<file path="config.mk">
export PLATFORM = sky130hd
export DESIGN_NAME = spi_cs_sequencer
export DESIGN_NICKNAME = d
export VERILOG_FILES = /design/src/rtl/spi_cs_pkg.sv /design/src/rtl/cs_hold_reg.sv /design/src/rtl/cs_gap_timer.sv /design/src/rtl/cs_line_drive.sv /design/src/rtl/spi_cs_sequencer.sv
export SDC_FILE = /design/constraint.sdc
export NUM_CORES = 1
export LEC_CHECK = 0
export BUFFER_PORTS_ARGS = -buffer_cell sky130_fd_sc_hd__buf_2
export CORE_UTILIZATION = 55
export DETAILED_ROUTE_END_ITERATION = 7
export PLACE_DENSITY = 0.82
export SYNTH_ARGS = -nofsm -noshare
export SYNTH_HDL_FRONTEND = slang
export SYNTH_HIERARCHICAL = 1
export SYNTH_SLANG_ARGS = --single-unit
export TNS_END_PERCENT = 1
</file>
<file path="constraint.sdc">
create_clock -name clk -period 5.7 [get_ports clk]
set_clock_uncertainty 0.05 [all_clocks]
set_input_delay 0.285 -clock clk [delete_from_list [all_inputs] [get_ports clk]]
set_output_delay 0.285 -clock clk [all_outputs]
set_load 0.05 [all_outputs]
</file>
<file path="src/rtl/spi_cs_pkg.sv">
package spi_cs_pkg;

  // Sequencer phases
  typedef enum logic [2:0] {
    ST_IDLE  = 3'd0,  // all selects high, nothing in flight
    ST_BUSY  = 3'd1,  // shifter running
    ST_GAP   = 3'd2,  // between-transfer idle window, select still low
    ST_HOLD  = 3'd3,  // select kept low, waiting for data
    ST_DESEL = 3'd4   // selects high, deselect idle window
  } seq_state_t;

endpackage

</file>
<file path="src/rtl/cs_hold_reg.sv">
module cs_hold_reg #(
  parameter int IDX_W = 2
) (
  input  logic             clk,
  input  logic             rst,
  input  logic             wr,
  input  logic [IDX_W-1:0] wr_idx,
  input  logic             take,
  output logic             empty,
  output logic [IDX_W-1:0] idx
);

  logic             empty_q;
  logic [IDX_W-1:0] idx_q;

  // A write in the same cycle as a load refills the register.
  always_ff @(posedge clk) begin
    if (rst) begin
      empty_q <= 1'b1;
      idx_q   <= '0;
    end else begin
      if (wr) begin
        empty_q <= 1'b0;
        idx_q   <= wr_idx;
      end else if (take) begin
        empty_q <= 1'b1;
      end
    end
  end

  assign empty = empty_q;
  assign idx   = idx_q;

endmodule

</file>
<file path="src/rtl/cs_gap_timer.sv">
module cs_gap_timer #(
  parameter int DLY_W = 8
) (
  input  logic             clk,
  input  logic             rst,
  input  logic             load,
  input  logic [DLY_W-1:0] load_val,
  output logic             expired
);

  localparam logic [DLY_W-1:0] ONE = DLY_W'(1);

  logic [DLY_W-1:0] cnt_q;

  // Loaded value of zero is promoted to one cycle.
  always_ff @(posedge clk) begin
    if (rst) begin
      cnt_q <= '0;
    end else if (load) begin
      cnt_q <= (load_val == '0) ? ONE : load_val;
    end else if (cnt_q > ONE) begin
      cnt_q <= cnt_q - ONE;
    end
  end

  assign expired = (cnt_q <= ONE);

endmodule

</file>
<file path="src/rtl/cs_line_drive.sv">
module cs_line_drive #(
  parameter int NUM_CS = 4,
  parameter int IDX_W  = 2
) (
  input  logic              clk,
  input  logic              rst,
  input  logic              sel,
  input  logic [IDX_W-1:0]  sel_idx,
  input  logic              rel,
  output logic [NUM_CS-1:0] cs_n
);

  logic [NUM_CS-1:0] cs_q;

  for (genvar i = 0; i < NUM_CS; i++) begin : g_line
    always_ff @(posedge clk) begin
      if (rst) begin
        cs_q[i] <= 1'b1;
      end else if (sel) begin
        cs_q[i] <= (sel_idx != IDX_W'(i));
      end else if (rel) begin
        cs_q[i] <= 1'b1;
      end
    end
  end

  assign cs_n = cs_q;

endmodule

</file>
<file path="src/rtl/spi_cs_sequencer.sv">
module spi_cs_sequencer
  import spi_cs_pkg::*;
#(
  parameter  int NUM_CS = 4,
  parameter  int DLY_W  = 8,
  localparam int IDX_W  = (NUM_CS > 1) ? $clog2(NUM_CS) : 1
) (
  input  logic              clk,
  input  logic              rst,
  input  logic              tx_wr,
  input  logic [IDX_W-1:0]  tx_idx,
  output logic              tx_empty,
  input  logic              keep_sel,
  input  logic [DLY_W-1:0]  gap_xfer,
  input  logic [DLY_W-1:0]  gap_cs,
  input  logic              xfer_done,
  output logic              xfer_start,
  output logic [NUM_CS-1:0] cs_n
);

  seq_state_t       state_q, state_d;
  logic [IDX_W-1:0] cur_q;
  logic             start_q;

  logic             hold_empty;
  logic [IDX_W-1:0] hold_idx;
  logic             hold_vld;
  logic             same_tgt;

  logic             take, start_d, sel, rel, tload, t_exp;
  logic [DLY_W-1:0] tval;

  cs_hold_reg #(.IDX_W(IDX_W)) u_hold (
    .clk    (clk),
    .rst    (rst),
    .wr     (tx_wr),
    .wr_idx (tx_idx),
    .take   (take),
    .empty  (hold_empty),
    .idx    (hold_idx)
  );

  cs_gap_timer #(.DLY_W(DLY_W)) u_timer (
    .clk      (clk),
    .rst      (rst),
    .load     (tload),
    .load_val (tval),
    .expired  (t_exp)
  );

  cs_line_drive #(.NUM_CS(NUM_CS), .IDX_W(IDX_W)) u_lines (
    .clk     (clk),
    .rst     (rst),
    .sel     (sel),
    .sel_idx (hold_idx),
    .rel     (rel),
    .cs_n    (cs_n)
  );

  assign hold_vld = ~hold_empty;
  assign same_tgt = (hold_idx == cur_q);

  always_comb begin
    take    = 1'b0;
    start_d = 1'b0;
    sel     = 1'b0;
    rel     = 1'b0;
    tload   = 1'b0;
    tval    = gap_xfer;
    state_d = state_q;
    case (state_q)
      ST_IDLE: begin
        if (hold_vld) begin
          sel     = 1'b1;
          take    = 1'b1;
          start_d = 1'b1;
          state_d = ST_BUSY;
        end
      end
      ST_BUSY: begin
        if (xfer_done) begin
          tload   = 1'b1;
          tval    = gap_xfer;
          state_d = ST_GAP;
        end
      end
      ST_GAP: begin
        if (t_exp) begin
          if (hold_vld && same_tgt) begin
            take    = 1'b1;
            start_d = 1'b1;
            state_d = ST_BUSY;
          end else if (hold_vld || !keep_sel) begin
            rel     = 1'b1;
            tload   = 1'b1;
            tval    = gap_cs;
            state_d = ST_DESEL;
          end else begin
            state_d = ST_HOLD;
          end
        end
      end
      ST_HOLD: begin
        if (hold_vld && same_tgt) begin
          take    = 1'b1;
          start_d = 1'b1;
          state_d = ST_BUSY;
        end else if (hold_vld || !keep_sel) begin
          rel     = 1'b1;
          tload   = 1'b1;
          tval    = gap_cs;
          state_d = ST_DESEL;
        end
      end
      ST_DESEL: begin
        if (t_exp) begin
          if (hold_vld) begin
            sel     = 1'b1;
            take    = 1'b1;
            start_d = 1'b1;
            state_d = ST_BUSY;
          end else begin
            state_d = ST_IDLE;
          end
        end
      end
      default: state_d = ST_IDLE;
    endcase
  end

  always_ff @(posedge clk) begin
    if (rst) begin
      state_q <= ST_IDLE;
      cur_q   <= '0;
      start_q <= 1'b0;
    end else begin
      state_q <= state_d;
      start_q <= start_d;
      if (sel) cur_q <= hold_idx;
    end
  end

  assign xfer_start = start_q;
  assign tx_empty   = hold_empty;

endmodule

</file>
==> impl_metrics.xml, run 1 <==
<?xml version="1.0" encoding="UTF-8"?>
<metrics>
  <group name="run_status">
    <metric name="run_status" unit="">complete, no violations</metric>
  </group>
  <group name="yosys">
    <metric name="seq_area_frac_synth" unit="%">34.9</metric>
    <metric name="postSynthRegisterBits" unit="">21</metric>
    <metric name="synth_area_per_cell" unit="um^2">8.99</metric>
    <metric name="netlist_instances" unit="">134</metric>
    <metric name="ys_warn_count" unit="">6</metric>
    <metric name="synth_fp_nets" unit="">159</metric>
    <metric name="synth_area" unit="um^2">1200</metric>
    <metric name="yosysUniqueCellTypes" unit="">41</metric>
  </group>
  <group name="place">
    <metric name="io_buffer_count" unit="">28</metric>
    <metric name="place.gp.congestion" unit="">0.801</metric>
    <metric name="detailedPlacementHpwl" unit="um">2000</metric>
  </group>
  <group name="critical_path">
    <metric name="critical-path-top-delay-family" unit="">simple AND/OR/NAND/NOR gates</metric>
    <metric name="critical_path_buf_inv_count" unit="">1</metric>
    <metric name="timing.critical_path.slowest_cell_delay" unit="ps">540</metric>
    <metric name="worstPathArrival" unit="ps">3530</metric>
    <metric name="worst_path_max_delay_cell" unit="">nor4b_4</metric>
    <metric name="critical_path_peak_fanout" unit="">13</metric>
    <metric name="cp-start-kind" unit="">flip-flop</metric>
    <metric name="required" unit="ps">5860</metric>
    <metric name="critical_path.cell_chain" unit="">inv_1 -&gt; ha_1 -&gt; nor2_1 -&gt; nor4b_4 -&gt; o21ai_1 -&gt; a21oi_1 -&gt; nand3_1 -&gt; mux2_2 -&gt; nor4_1 -&gt; a211oi_1 -&gt; a2111oi_2</metric>
    <metric name="worst_setup_path_end_kind" unit="">flip-flop</metric>
    <metric name="timing_worst_setup_path_type" unit="">reg2reg</metric>
  </group>
  <group name="floorplan">
    <metric name="placeableCoreArea" unit="um^2">2000</metric>
    <metric name="rows" unit="">16</metric>
    <metric name="chipWidth" unit="um">48.8</metric>
    <metric name="fp.dieArea" unit="um^2">2380</metric>
    <metric name="num_io_pins" unit="">29</metric>
    <metric name="die_height" unit="um">48.8</metric>
    <metric name="initial_utilization" unit="%">60.2</metric>
  </group>
  <group name="timing">
    <metric name="maxSlewViolCount" unit="">0</metric>
    <metric name="fmax_achieved" unit="MHz">297</metric>
    <metric name="timing_hold_violations_final" unit="">0</metric>
    <metric name="worst_slew_pin_slew" unit="ps">655</metric>
    <metric name="rsz_0062_raised_after_global_routing" unit="">no</metric>
    <metric name="final.period_utilization" unit="%">59.0</metric>
    <metric name="final_critical_path_required_period" unit="ps">3360</metric>
    <metric name="fin_tns_setup" unit="ps">0</metric>
    <metric name="max_slew_margin" unit="%">55.8</metric>
    <metric name="setup-violations-final" unit="">0</metric>
  </group>
  <group name="route">
    <metric name="drc" unit="">0</metric>
    <metric name="wl_per_cell" unit="um">13.6</metric>
    <metric name="drtAntennaViolNets" unit="">0</metric>
    <metric name="detail_route.wirelength" unit="um">2580</metric>
    <metric name="drt_first_pass_iters" unit="">4</metric>
    <metric name="detail_route.vias_per_cell" unit="">5.76</metric>
    <metric name="vias" unit="">1094</metric>
    <metric name="dr.first_iter.drc_count" unit="">29</metric>
  </group>
  <group name="run">
    <metric name="cap_violations" unit="">0</metric>
  </group>
  <group name="clock_tree">
    <metric name="cts_post_setup_buffers_inserted" unit="">0</metric>
    <metric name="cts_buffers" unit="">3</metric>
    <metric name="htreeDepth" unit="">1</metric>
    <metric name="cts_resized" unit="">0</metric>
    <metric name="clk_root_buffer_cell" unit="">clkbuf_4</metric>
    <metric name="clk_pin_slew_worst_paths" unit="ps">120</metric>
    <metric name="postCtsHoldBufs" unit="">0</metric>
    <metric name="cts_tree" unit="">built</metric>
    <metric name="numClockSinks" unit="">21</metric>
    <metric name="clock_latency" unit="ps">300</metric>
    <metric name="clock_path_buffers" unit="">2</metric>
  </group>
  <group name="cells_and_area">
    <metric name="finish.net_count" unit="">189</metric>
    <metric name="utilization_after_layout" unit="%">69.5</metric>
    <metric name="num-fill-cells" unit="">167</metric>
    <metric name="n_antenna_cell" unit="">0</metric>
    <metric name="multiInputGateArea" unit="um^2">732</metric>
    <metric name="areaGrowthSynthToFinish" unit="%">15.5</metric>
    <metric name="final_layout_size_suffix_gt1_share" unit="%">31.3</metric>
    <metric name="regArea" unit="um^2">420</metric>
  </group>
  <group name="power">
    <metric name="vdd_drop_max" unit="V">0.000221</metric>
    <metric name="power_density" unit="nW/um^2">395</metric>
    <metric name="static-leakage-power" unit="nW">0.585</metric>
  </group>
  <group name="global_routing">
    <metric name="grt_use_total" unit="%">24.7</metric>
    <metric name="grt_remaining_overflow" unit="">0</metric>
    <metric name="grt_max_degree" unit="">27</metric>
    <metric name="first_global_vias" unit="">1062</metric>
    <metric name="grt_pass1_wl" unit="um">4510</metric>
    <metric name="antenna_violations_before_repair" unit="">0</metric>
  </group>
  <group name="worst_hold_path">
    <metric name="hold_path.class" unit="">in2reg</metric>
  </group>
</metrics>
## sequential cells by signal, indices dropped and copies added, names as in the netlist
| register | cells |
|---|---|
| u_timer/cnt_q | 8 |
| u_lines/cs_n | 4 |
| state_q | 3 |
| cur_q | 2 |
| u_hold/idx | 2 |
| u_hold/empty | 1 |
| xfer_start | 1 |
## logic make-up (layout without fill, tap and decap cells)
kind of cell	count (synthesis)	in the layout	share of synthesized area, %
adder cells (fa/ha/maj)	2	2	2.08
XOR/XNOR	4	4	2.91
AO/OA/AOI/OAI	31	31	18.6
flip-flops	21	21	34.9
AND/OR/NAND/NOR	50	50	24.7
buffers and inverters	12	41	4.36
multiplexers	14	14	12.5
## worst paths after layout
path / start / end / cells past startpoint / slack, ps
worst max register to register: u_timer/cnt_q[0] / u_timer/cnt_q[0] / 11 / 2340
worst min-delay path: tx_idx[1] / u_hold/idx[1] / 3 / 160
worst max-delay path: u_timer/cnt_q[0] / u_timer/cnt_q[0] / 11 / 2340
worst min register to register: cur_q[1] / cur_q[1] / 2 / 490
## area by class of cell
cell class	instances	area share [%]
multi-input combinational	101	52.6
clock buffer	3	1.62
tap	27	2.43
sequential	21	30.2
inverter	8	2.16
timing repair buffer	29	10.6
clock inverter	1	0.360
## cells in the mapped netlist
cell type / n / area share [%]
o31ai_1: 2 / 1.2
nor3_1: 8 / 3.3
a211oi_1: 3 / 1.9
nor4b_4: 1 / 2.0
a21oi_1: 8 / 3.3
dfxtp_1: 21 / 35
or3_4: 1 / 0.93
a221o_1: 2 / 1.7
o31a_2: 1 / 0.83
a31oi_1: 3 / 1.6
inv_1: 8 / 2.5
mux2i_1: 6 / 5.0
buf_2: 3 / 1.2
a211oi_2: 1 / 1.0
o21ai_1: 1 / 0.41
mux2_2: 8 / 7.5
o211ai_1: 2 / 1.2
ha_1: 2 / 2.1
nand3_1: 1 / 0.41
o21ba_2: 1 / 0.83
nor2b_1: 3 / 1.6
xor2_1: 2 / 1.5
xnor2_1: 2 / 1.5
nand2_1: 8 / 2.5
o21ai_0: 2 / 0.83
nor3b_1: 1 / 0.62
or3_1: 2 / 1.0
nor2_1: 12 / 3.7
nand2b_1: 1 / 0.52
a2111oi_2: 1 / 1.2
buf_4: 1 / 0.62
o21bai_1: 1 / 0.62
or4_2: 1 / 0.73
or3_2: 2 / 1.2
and2b_1: 1 / 0.62
a2111oi_0: 1 / 0.73
o21a_1: 1 / 0.62
o22ai_1: 1 / 0.52
nor4_1: 6 / 3.1
or4_1: 1 / 0.62
nor4_4: 1 / 1.8
## per-stage QoR
step	area [um^2]	hold WS (ps)	instances	total power (W)	worst slack, ps
2_1_floorplan	1200	300	134	0.000423	2920
3_3_place_gp	1360	439	186	0.000469	2530
3_5_place_dp	1360	462	186	0.000480	2380
4_1_cts	1390	156	190	0.000553	2330
5_1_grt	1390	163	190	0.000591	2020
6_report	1390	163	190	0.000550	2340
## tightest hold or removal path, cell delays in order
cell and delay (ps):
buf_2 80, mux2i_1 50, nor2_1 70
## metal layers
layer	global-route usage, %	vias up	wire length (um)
met3	2.80	4	54
li1	-	559	-
met4	8.82	0	40
met5	0	-	0
met2	44.2	21	1280
met1	30.2	510	1200
## power by group
group | switching, W | internal (W) | total [W]
Clock | 0.0000443 | 0.0000262 | 0.0000705
Sequential | 0.0000401 | 0.000176 | 0.000216
Combinational | 0.000134 | 0.000129 | 0.000263
## layout by cell type, fill, tap and decap left out, types with 2 or more instances in the layout
| cell | count |
|---|---|
| or3_1 | 2 |
| nor2b_1 | 3 |
| o21ai_0 | 2 |
| nor3_1 | 8 |
| or3_2 | 2 |
| a211oi_1 | 3 |
| xor2_1 | 2 |
| nor4_1 | 6 |
| nor2_1 | 12 |
| mux2i_1 | 6 |
| mux2_2 | 8 |
| nand2_1 | 8 |
| inv_1 | 8 |
| a221o_1 | 2 |
| clkbuf_4 | 3 |
| o31ai_1 | 2 |
| a31oi_1 | 3 |
| ha_1 | 2 |
| o211ai_1 | 2 |
| buf_2 | 28 |
| xnor2_1 | 2 |
| a21oi_1 | 8 |
| dfxtp_1 | 21 |
No activity file was read; power rests on OpenSTA's default activity.
==> run 2, diff against run 1 <==
- CORE_UTILIZATION: 55 -> 47
- PLACE_DENSITY: 0.82 -> 0.74
- clock period: 5.7 -> 2.7 ns (I/O delays scaled with it)
==> run 2 against run 1 <==
Net effect: cell count rose by 2.1%; sequential share of layout area down 1.6 points; sequential power increased by 110%; die area rose by 16%; wire length rose by 9.6%; worst setup slack lost 2200 ps; highest routed layer unchanged.
==> impl_metrics.xml, run 2 (synthesized netlist as in run 1, its figures left out) <==
<?xml version="1.0" encoding="UTF-8"?>
<metrics>
  <group name="critical_path">
    <metric name="cp-start-kind" unit="">flip-flop</metric>
    <metric name="required" unit="ps">2850</metric>
    <metric name="critical_path_peak_fanout" unit="">11</metric>
    <metric name="reg2reg_setup_slack" unit="ps">90</metric>
    <metric name="timing_worst_setup_path_type" unit="">reg2reg</metric>
    <metric name="rr_worst_depth" unit="">11</metric>
    <metric name="worstReg2RegEnd" unit="">u_timer/cnt_q[0]</metric>
    <metric name="r2r-start" unit="">u_timer/cnt_q[1]</metric>
    <metric name="worst_setup_path_end_kind" unit="">flip-flop</metric>
    <metric name="worstPathArrival" unit="ps">2760</metric>
  </group>
  <group name="power">
    <metric name="vdd_drop_max" unit="V">0.000544</metric>
    <metric name="power_density" unit="nW/um^2">849</metric>
    <metric name="static-leakage-power" unit="nW">0.606</metric>
  </group>
  <group name="clock_tree">
    <metric name="clk_pin_slew_worst_paths" unit="ps">120</metric>
    <metric name="cts_tree" unit="">built</metric>
    <metric name="htreeDepth" unit="">1</metric>
    <metric name="numClockSinks" unit="">21</metric>
    <metric name="clock_latency" unit="ps">310</metric>
    <metric name="clock_path_buffers" unit="">2</metric>
    <metric name="clk_root_buffer_cell" unit="">clkbuf_4</metric>
    <metric name="cts_buffers" unit="">3</metric>
  </group>
  <group name="cells_and_area">
    <metric name="n_antenna_cell" unit="">0</metric>
    <metric name="number_of_flip_flops_in_the_largest_register" unit="">8</metric>
    <metric name="final_common_cell" unit="">buf_2</metric>
    <metric name="utilization_after_layout" unit="%">63.6</metric>
    <metric name="finalNonFillerCells" unit="">194</metric>
    <metric name="areaGrowthSynthToFinish" unit="%">22.4</metric>
    <metric name="finish.net_count" unit="">192</metric>
    <metric name="final_layout_size_suffix_gt1_share" unit="%">39.8</metric>
    <metric name="mostFrequentLayoutCells" unit="">buf_2 (28), dfxtp_1 (20), nor2_1 (11)</metric>
    <metric name="num-fill-cells" unit="">199</metric>
    <metric name="max_flop_register" unit="">u_timer/cnt_q</metric>
  </group>
  <group name="timing">
    <metric name="fin_tns_setup" unit="ps">0</metric>
    <metric name="maxSlewViolCount" unit="">0</metric>
    <metric name="timing_hold_violations_final" unit="">0</metric>
    <metric name="final_critical_path_required_period" unit="ps">2610</metric>
    <metric name="max_slew_margin" unit="%">63.5</metric>
    <metric name="worst_slew_pin_slew" unit="ps">544</metric>
    <metric name="setup_slack_of_the_critical_path_after_layout" unit="ps">89.2</metric>
    <metric name="setup-violations-final" unit="">0</metric>
    <metric name="final.period_utilization" unit="%">96.7</metric>
    <metric name="fmax_achieved" unit="MHz">383</metric>
    <metric name="rsz_0062_raised_after_global_routing" unit="">no</metric>
  </group>
  <group name="global_routing">
    <metric name="met3_track_usage_gr" unit="%">3.77</metric>
    <metric name="antenna_violations_before_repair" unit="">0</metric>
    <metric name="grt_remaining_overflow" unit="">0</metric>
    <metric name="grt_use_met2" unit="%">40.9</metric>
    <metric name="grt_pass1_wl" unit="um">4510</metric>
    <metric name="use_met1" unit="%">25.0</metric>
    <metric name="grt-busiest-layer" unit="">met2</metric>
    <metric name="grt_max_degree" unit="">27</metric>
    <metric name="first_global_vias" unit="">1041</metric>
    <metric name="grt_use_total" unit="%">22.1</metric>
  </group>
  <group name="run">
    <metric name="cap_violations" unit="">0</metric>
  </group>
  <group name="route">
    <metric name="drc" unit="">0</metric>
    <metric name="detail_route.vias_per_cell" unit="">5.71</metric>
    <metric name="detail_route.wirelength" unit="um">2830</metric>
    <metric name="drtAntennaViolNets" unit="">0</metric>
    <metric name="wl_per_cell" unit="um">14.6</metric>
    <metric name="drt_first_pass_iters" unit="">4</metric>
    <metric name="dr.first_iter.drc_count" unit="">19</metric>
    <metric name="vias" unit="">1108</metric>
  </group>
  <group name="place">
    <metric name="detailedPlacementHpwl" unit="um">2170</metric>
    <metric name="place.gp.congestion" unit="">0.822</metric>
    <metric name="post-place-cells" unit="">190</metric>
    <metric name="io_buffer_count" unit="">28</metric>
    <metric name="pre_cts_slack" unit="ps">36.1</metric>
  </group>
  <group name="run_status">
    <metric name="run_status" unit="">complete, no violations</metric>
  </group>
  <group name="worst_hold_path">
    <metric name="hold-path-cell-count" unit="">2</metric>
    <metric name="whs_endpoint" unit="">u_hold/empty</metric>
    <metric name="hold_path_startpoint" unit="">tx_wr</metric>
    <metric name="hold_path.class" unit="">in2reg</metric>
  </group>
  <group name="floorplan">
    <metric name="initial_utilization" unit="%">52.0</metric>
    <metric name="die_height" unit="um">52.6</metric>
    <metric name="num_io_pins" unit="">29</metric>
    <metric name="placeableCoreArea" unit="um^2">2320</metric>
    <metric name="chipWidth" unit="um">52.6</metric>
    <metric name="rows" unit="">17</metric>
    <metric name="fp.dieArea" unit="um^2">2770</metric>
  </group>
</metrics>
==> run 2: cell count changes in the layout (fill, tap and decap cells not counted), moves of 2 or more <==
cell / previous run / this run
buf_4: 1 / 4
inv_1: 8 / 5
inv_2: 0 / 3
ha_1: 2 / 0
ha_4: 0 / 2
==> run 2: how the worst max path moves through the flow <==
stage,from,endpoint,slack [ps],depth (start not counted)
floorplan,u_timer/cnt_q[1],u_timer/cnt_q[0],80,12
global placement,u_timer/cnt_q[1],u_timer/cnt_q[0],170,11
detailed placement,u_timer/cnt_q[1],u_timer/cnt_q[0],40,11
CTS,u_timer/cnt_q[1],u_timer/cnt_q[0],60,11
global route,u_timer/cnt_q[1],u_timer/cnt_q[0],10,11
finish,u_timer/cnt_q[1],u_timer/cnt_q[0],90,11
==> run 2: layer usage <==
| layer | routed length, um | share of wire (%) | vias up |
|---|---|---|---|
| met5 | 0 | 0 | - |
| met4 | 45 | 1.6 | 0 |
| li1 | - | - | 560 |
| met3 | 106 | 3.7 | 5 |
| met1 | 1190 | 42 | 519 |
| met2 | 1490 | 53 | 24 |
==> run 2: critical path: stages (launching register included) <==
cell and delay (ps):
dfxtp_1 350, inv_2 120, ha_4 160, nor2_2 60, nor4b_4 300, o21ai_2 120
a21oi_2 190, nand3_4 180, mux2_2 340, nor4_2 280, a211oi_1 120, a2111oi_2 230
==> run 2: area by class of cell <==
| type | instances | area, um^2 | area share (%) |
|---|---|---|---|
| sequential | 21 | 422 | 28.6 |
| multi-input combinational | 101 | 791 | 53.6 |
| clock buffer | 3 | 22.5 | 1.53 |
| tap | 28 | 35.0 | 2.37 |
| clock inverter | 1 | 5.00 | 0.339 |
| inverter | 8 | 30.0 | 2.04 |
| timing repair buffer | 32 | 170 | 11.5 |
==> run 2: metrics by stage <==
step	cell area (um^2)	hold WS [ps]	total power, W
global route	1480	-5.01	0.00132
finish	1480	8.86	0.00125
global placement	1430	319	0.00107
CTS	1460	1.46	0.00125
detailed placement	1430	343	0.00109
floorplan	1250	150	0.000933
==> run 2: report_power, final <==
| part | internal [W] | leakage (nW) | switching (W) |
|---|---|---|---|
| clock network | 0.0000554 | 0.0177 | 0.000101 |
| registers | 0.000373 | 0.173 | 0.0000902 |
| logic | 0.000320 | 0.415 | 0.000312 |
| total | 0.000749 | 0.606 | 0.000503 |
==> run 2: repair_timing <==
| item | 4_1_cts | 5_1_grt |
|---|---|---|
| gates resized for setup | 1 | 3 |
| setup endpoints to repair | 1 | 1 |
| setup buffers | 0 | 0 |
| hold buffers | 0 | 0 |
==> run 3, diff against run 2 <==
- SETUP_SLACK_MARGIN: not set -> 0.3
==> run 3 against run 2 <==
Net effect: maximum frequency rose by 5.9%; register-to-register slack improved by 150 ps; largest cell class unchanged; first-iteration DRC count fell by 16%.
==> impl_metrics.xml, run 3 (synthesized netlist as in run 1, its figures left out) <==
<?xml version="1.0" encoding="UTF-8"?>
<metrics>
  <group name="floorplan">
    <metric name="rows" unit="">17</metric>
    <metric name="fp.dieArea" unit="um^2">2770</metric>
    <metric name="placeableCoreArea" unit="um^2">2320</metric>
    <metric name="initial_utilization" unit="%">52.0</metric>
    <metric name="num_io_pins" unit="">29</metric>
    <metric name="die_height" unit="um">52.6</metric>
    <metric name="chipWidth" unit="um">52.6</metric>
  </group>
  <group name="cells_and_area">
    <metric name="n_antenna_cell" unit="">0</metric>
    <metric name="final_layout_size_suffix_gt1_share" unit="%">43.7</metric>
    <metric name="final_area" unit="um^2">1550</metric>
    <metric name="final_common_cell" unit="">buf_2</metric>
    <metric name="num-fill-cells" unit="">197</metric>
    <metric name="number_of_flip_flops_in_the_largest_register" unit="">8</metric>
    <metric name="mostFrequentLayoutCells" unit="">buf_2 (28), dfxtp_1 (18), nor2_1 (11), buf_4 (11)</metric>
    <metric name="max_flop_register" unit="">u_timer/cnt_q</metric>
    <metric name="finish.net_count" unit="">200</metric>
    <metric name="finalNonFillerCells" unit="">202</metric>
    <metric name="areaGrowthSynthToFinish" unit="%">28.9</metric>
  </group>
  <group name="place">
    <metric name="detailedPlacementHpwl" unit="um">2190</metric>
    <metric name="placedInstanceArea" unit="um^2">1430</metric>
    <metric name="place.gp.congestion" unit="">0.821</metric>
    <metric name="post-place-cells" unit="">190</metric>
    <metric name="io_buffer_count" unit="">28</metric>
  </group>
  <group name="run">
    <metric name="cap_violations" unit="">0</metric>
  </group>
  <group name="global_routing">
    <metric name="first_global_vias" unit="">1160</metric>
    <metric name="grt_remaining_overflow" unit="">0</metric>
    <metric name="grt_pass1_wl" unit="um">4920</metric>
    <metric name="grt_use_total" unit="%">24.3</metric>
    <metric name="grt_max_degree" unit="">27</metric>
    <metric name="antenna_violations_before_repair" unit="">0</metric>
  </group>
  <group name="clock_tree">
    <metric name="cts_tree" unit="">built</metric>
    <metric name="clock_latency" unit="ps">310</metric>
    <metric name="clock_path_buffers" unit="">2</metric>
    <metric name="clk_root_buffer_cell" unit="">clkbuf_4</metric>
    <metric name="cts_buffers" unit="">3</metric>
    <metric name="clk_pin_slew_worst_paths" unit="ps">120</metric>
    <metric name="postCtsHoldBufs" unit="">0</metric>
    <metric name="htreeDepth" unit="">1</metric>
    <metric name="numClockSinks" unit="">21</metric>
  </group>
  <group name="run_status">
    <metric name="run_status" unit="">complete, no violations</metric>
  </group>
  <group name="critical_path">
    <metric name="required" unit="ps">2860</metric>
    <metric name="timing.critical_path.slowest_cell_delay" unit="ps">360</metric>
    <metric name="worstPathArrival" unit="ps">2620</metric>
    <metric name="worst_path_max_delay_cell" unit="">dfxtp_2</metric>
    <metric name="critical_path_buf_inv_count" unit="">1</metric>
    <metric name="critical_path_peak_fanout" unit="">5</metric>
    <metric name="timing_worst_setup_path_type" unit="">reg2reg</metric>
    <metric name="critical_path.cell_chain" unit="">nor4_4 -&gt; nor4b_4 -&gt; o21ai_2 -&gt; a21oi_4 -&gt; nand3_4 -&gt; buf_4 -&gt; mux2_2 -&gt; nor3_1 -&gt; a211oi_1 -&gt; a2111oi_2</metric>
    <metric name="critical-path-top-delay-family" unit="">simple AND/OR/NAND/NOR gates</metric>
    <metric name="cp-start-kind" unit="">flip-flop</metric>
    <metric name="worst_setup_path_end_kind" unit="">flip-flop</metric>
  </group>
  <group name="power">
    <metric name="power.clock.fraction" unit="%">12.1</metric>
    <metric name="power_density" unit="nW/um^2">834</metric>
    <metric name="p_comb_share" unit="%">51.7</metric>
    <metric name="vdd_drop_max" unit="V">0.000509</metric>
    <metric name="fraction_of_power_spent_switching_nets" unit="%">40.2</metric>
    <metric name="power_internal" unit="W">0.000775</metric>
    <metric name="static-leakage-power" unit="nW">0.640</metric>
    <metric name="netSwitchingPower" unit="W">0.000520</metric>
    <metric name="power.sequential.fraction" unit="%">36.2</metric>
  </group>
  <group name="route">
    <metric name="drtAntennaViolNets" unit="">0</metric>
    <metric name="drc" unit="">0</metric>
    <metric name="vias" unit="">1200</metric>
    <metric name="detail_route.wirelength" unit="um">2980</metric>
    <metric name="dr.first_iter.drc_count" unit="">16</metric>
    <metric name="wl_per_cell" unit="um">14.8</metric>
    <metric name="detail_route.vias_per_cell" unit="">5.94</metric>
    <metric name="drt_first_pass_iters" unit="">5</metric>
  </group>
  <group name="timing">
    <metric name="rsz_0062_raised_after_global_routing" unit="">yes</metric>
    <metric name="fin_tns_setup" unit="ps">0</metric>
    <metric name="worst_slew_pin_slew" unit="ps">548</metric>
    <metric name="timing_hold_violations_final" unit="">0</metric>
    <metric name="maxSlewViolCount" unit="">0</metric>
    <metric name="setup-violations-final" unit="">0</metric>
    <metric name="fmax_achieved" unit="MHz">406</metric>
    <metric name="max_slew_margin" unit="%">63.2</metric>
    <metric name="final_critical_path_required_period" unit="ps">2470</metric>
    <metric name="final.period_utilization" unit="%">91.3</metric>
  </group>
  <group name="worst_hold_path">
    <metric name="hold_path.class" unit="">in2reg</metric>
  </group>
</metrics>
[run 3: cell count changes in the layout (fill, tap and decap cells not counted), sizes merged]
| cell | delta |
|---|---|
| buf | +7 |
| nand3 | +1 |
[run 3: layout make-up]
type	count	area, um^2	share of cell area [%]
clock buffer	3	22.5	1.45
clock inverter	1	5.00	0.322
inverter	8	32.5	2.10
multi-input combinational	102	808	52.1
sequential	21	427	27.5
tap	28	35.0	2.26
timing repair buffer	39	223	14.3
[run 3: through the flow]
step | hold slack, ps | setup WS, ps | util [%] | power, W
6_report | 5.01 | 234 | 67.0 | 0.00130
5_1_grt | 8.83 | 136 | 67.0 | 0.00136
2_1_floorplan | 150 | 83.7 | - | 0.000933
3_5_place_dp | 343 | 39.7 | 61.6 | 0.00109
3_3_place_gp | 319 | 174 | 61.6 | 0.00107
4_1_cts | 4.29 | 272 | 66.8 | 0.00129
[run 3: repair_timing]
action,in CTS,in global routing
setup buffers,7,0
resized for setup,7,2
cloned,1,0
setup endpoints to repair,8,8
pin swaps,3,0
[run 3: path summary, 6_finish.rpt]
| kind | startpoint | end | slack, ps | cells past startpoint |
|---|---|---|---|---|
| worst max-delay path | u_timer/cnt_q[6] | u_timer/cnt_q[0] | 230 | 10 |
| worst min-delay path | tx_wr | u_hold/empty | 5 | 2 |
| worst max register to register | u_timer/cnt_q[6] | u_timer/cnt_q[0] | 230 | 10 |
| worst min register to register | u_lines/cs_n[0] | u_lines/cs_n[0] | 470 | 2 |
[run 3: power groups by stage]
stage / sequential, W / combinational, W / clock [W]
floorplan: 0.000472 / 0.000461 / 0
detailed placement: 0.000471 / 0.000623 / 0
finish: 0.000468 / 0.000669 / 0.000157
CTS: 0.000467 / 0.000663 / 0.000159
global route: 0.000474 / 0.000720 / 0.000169
global placement: 0.000463 / 0.000608 / 0
[run 3: layer usage]
metal | share of wire (%) | up-vias | global-route usage [%] | wire, um
met3 | 4.3 | 13 | 4.35 | 127
met4 | 2.0 | 0 | 9.21 | 59
met1 | 40 | 566 | 25.8 | 1190
met2 | 54 | 39 | 46.4 | 1600
li1 | - | 582 | - | -
met5 | 0 | - | 0 | 0
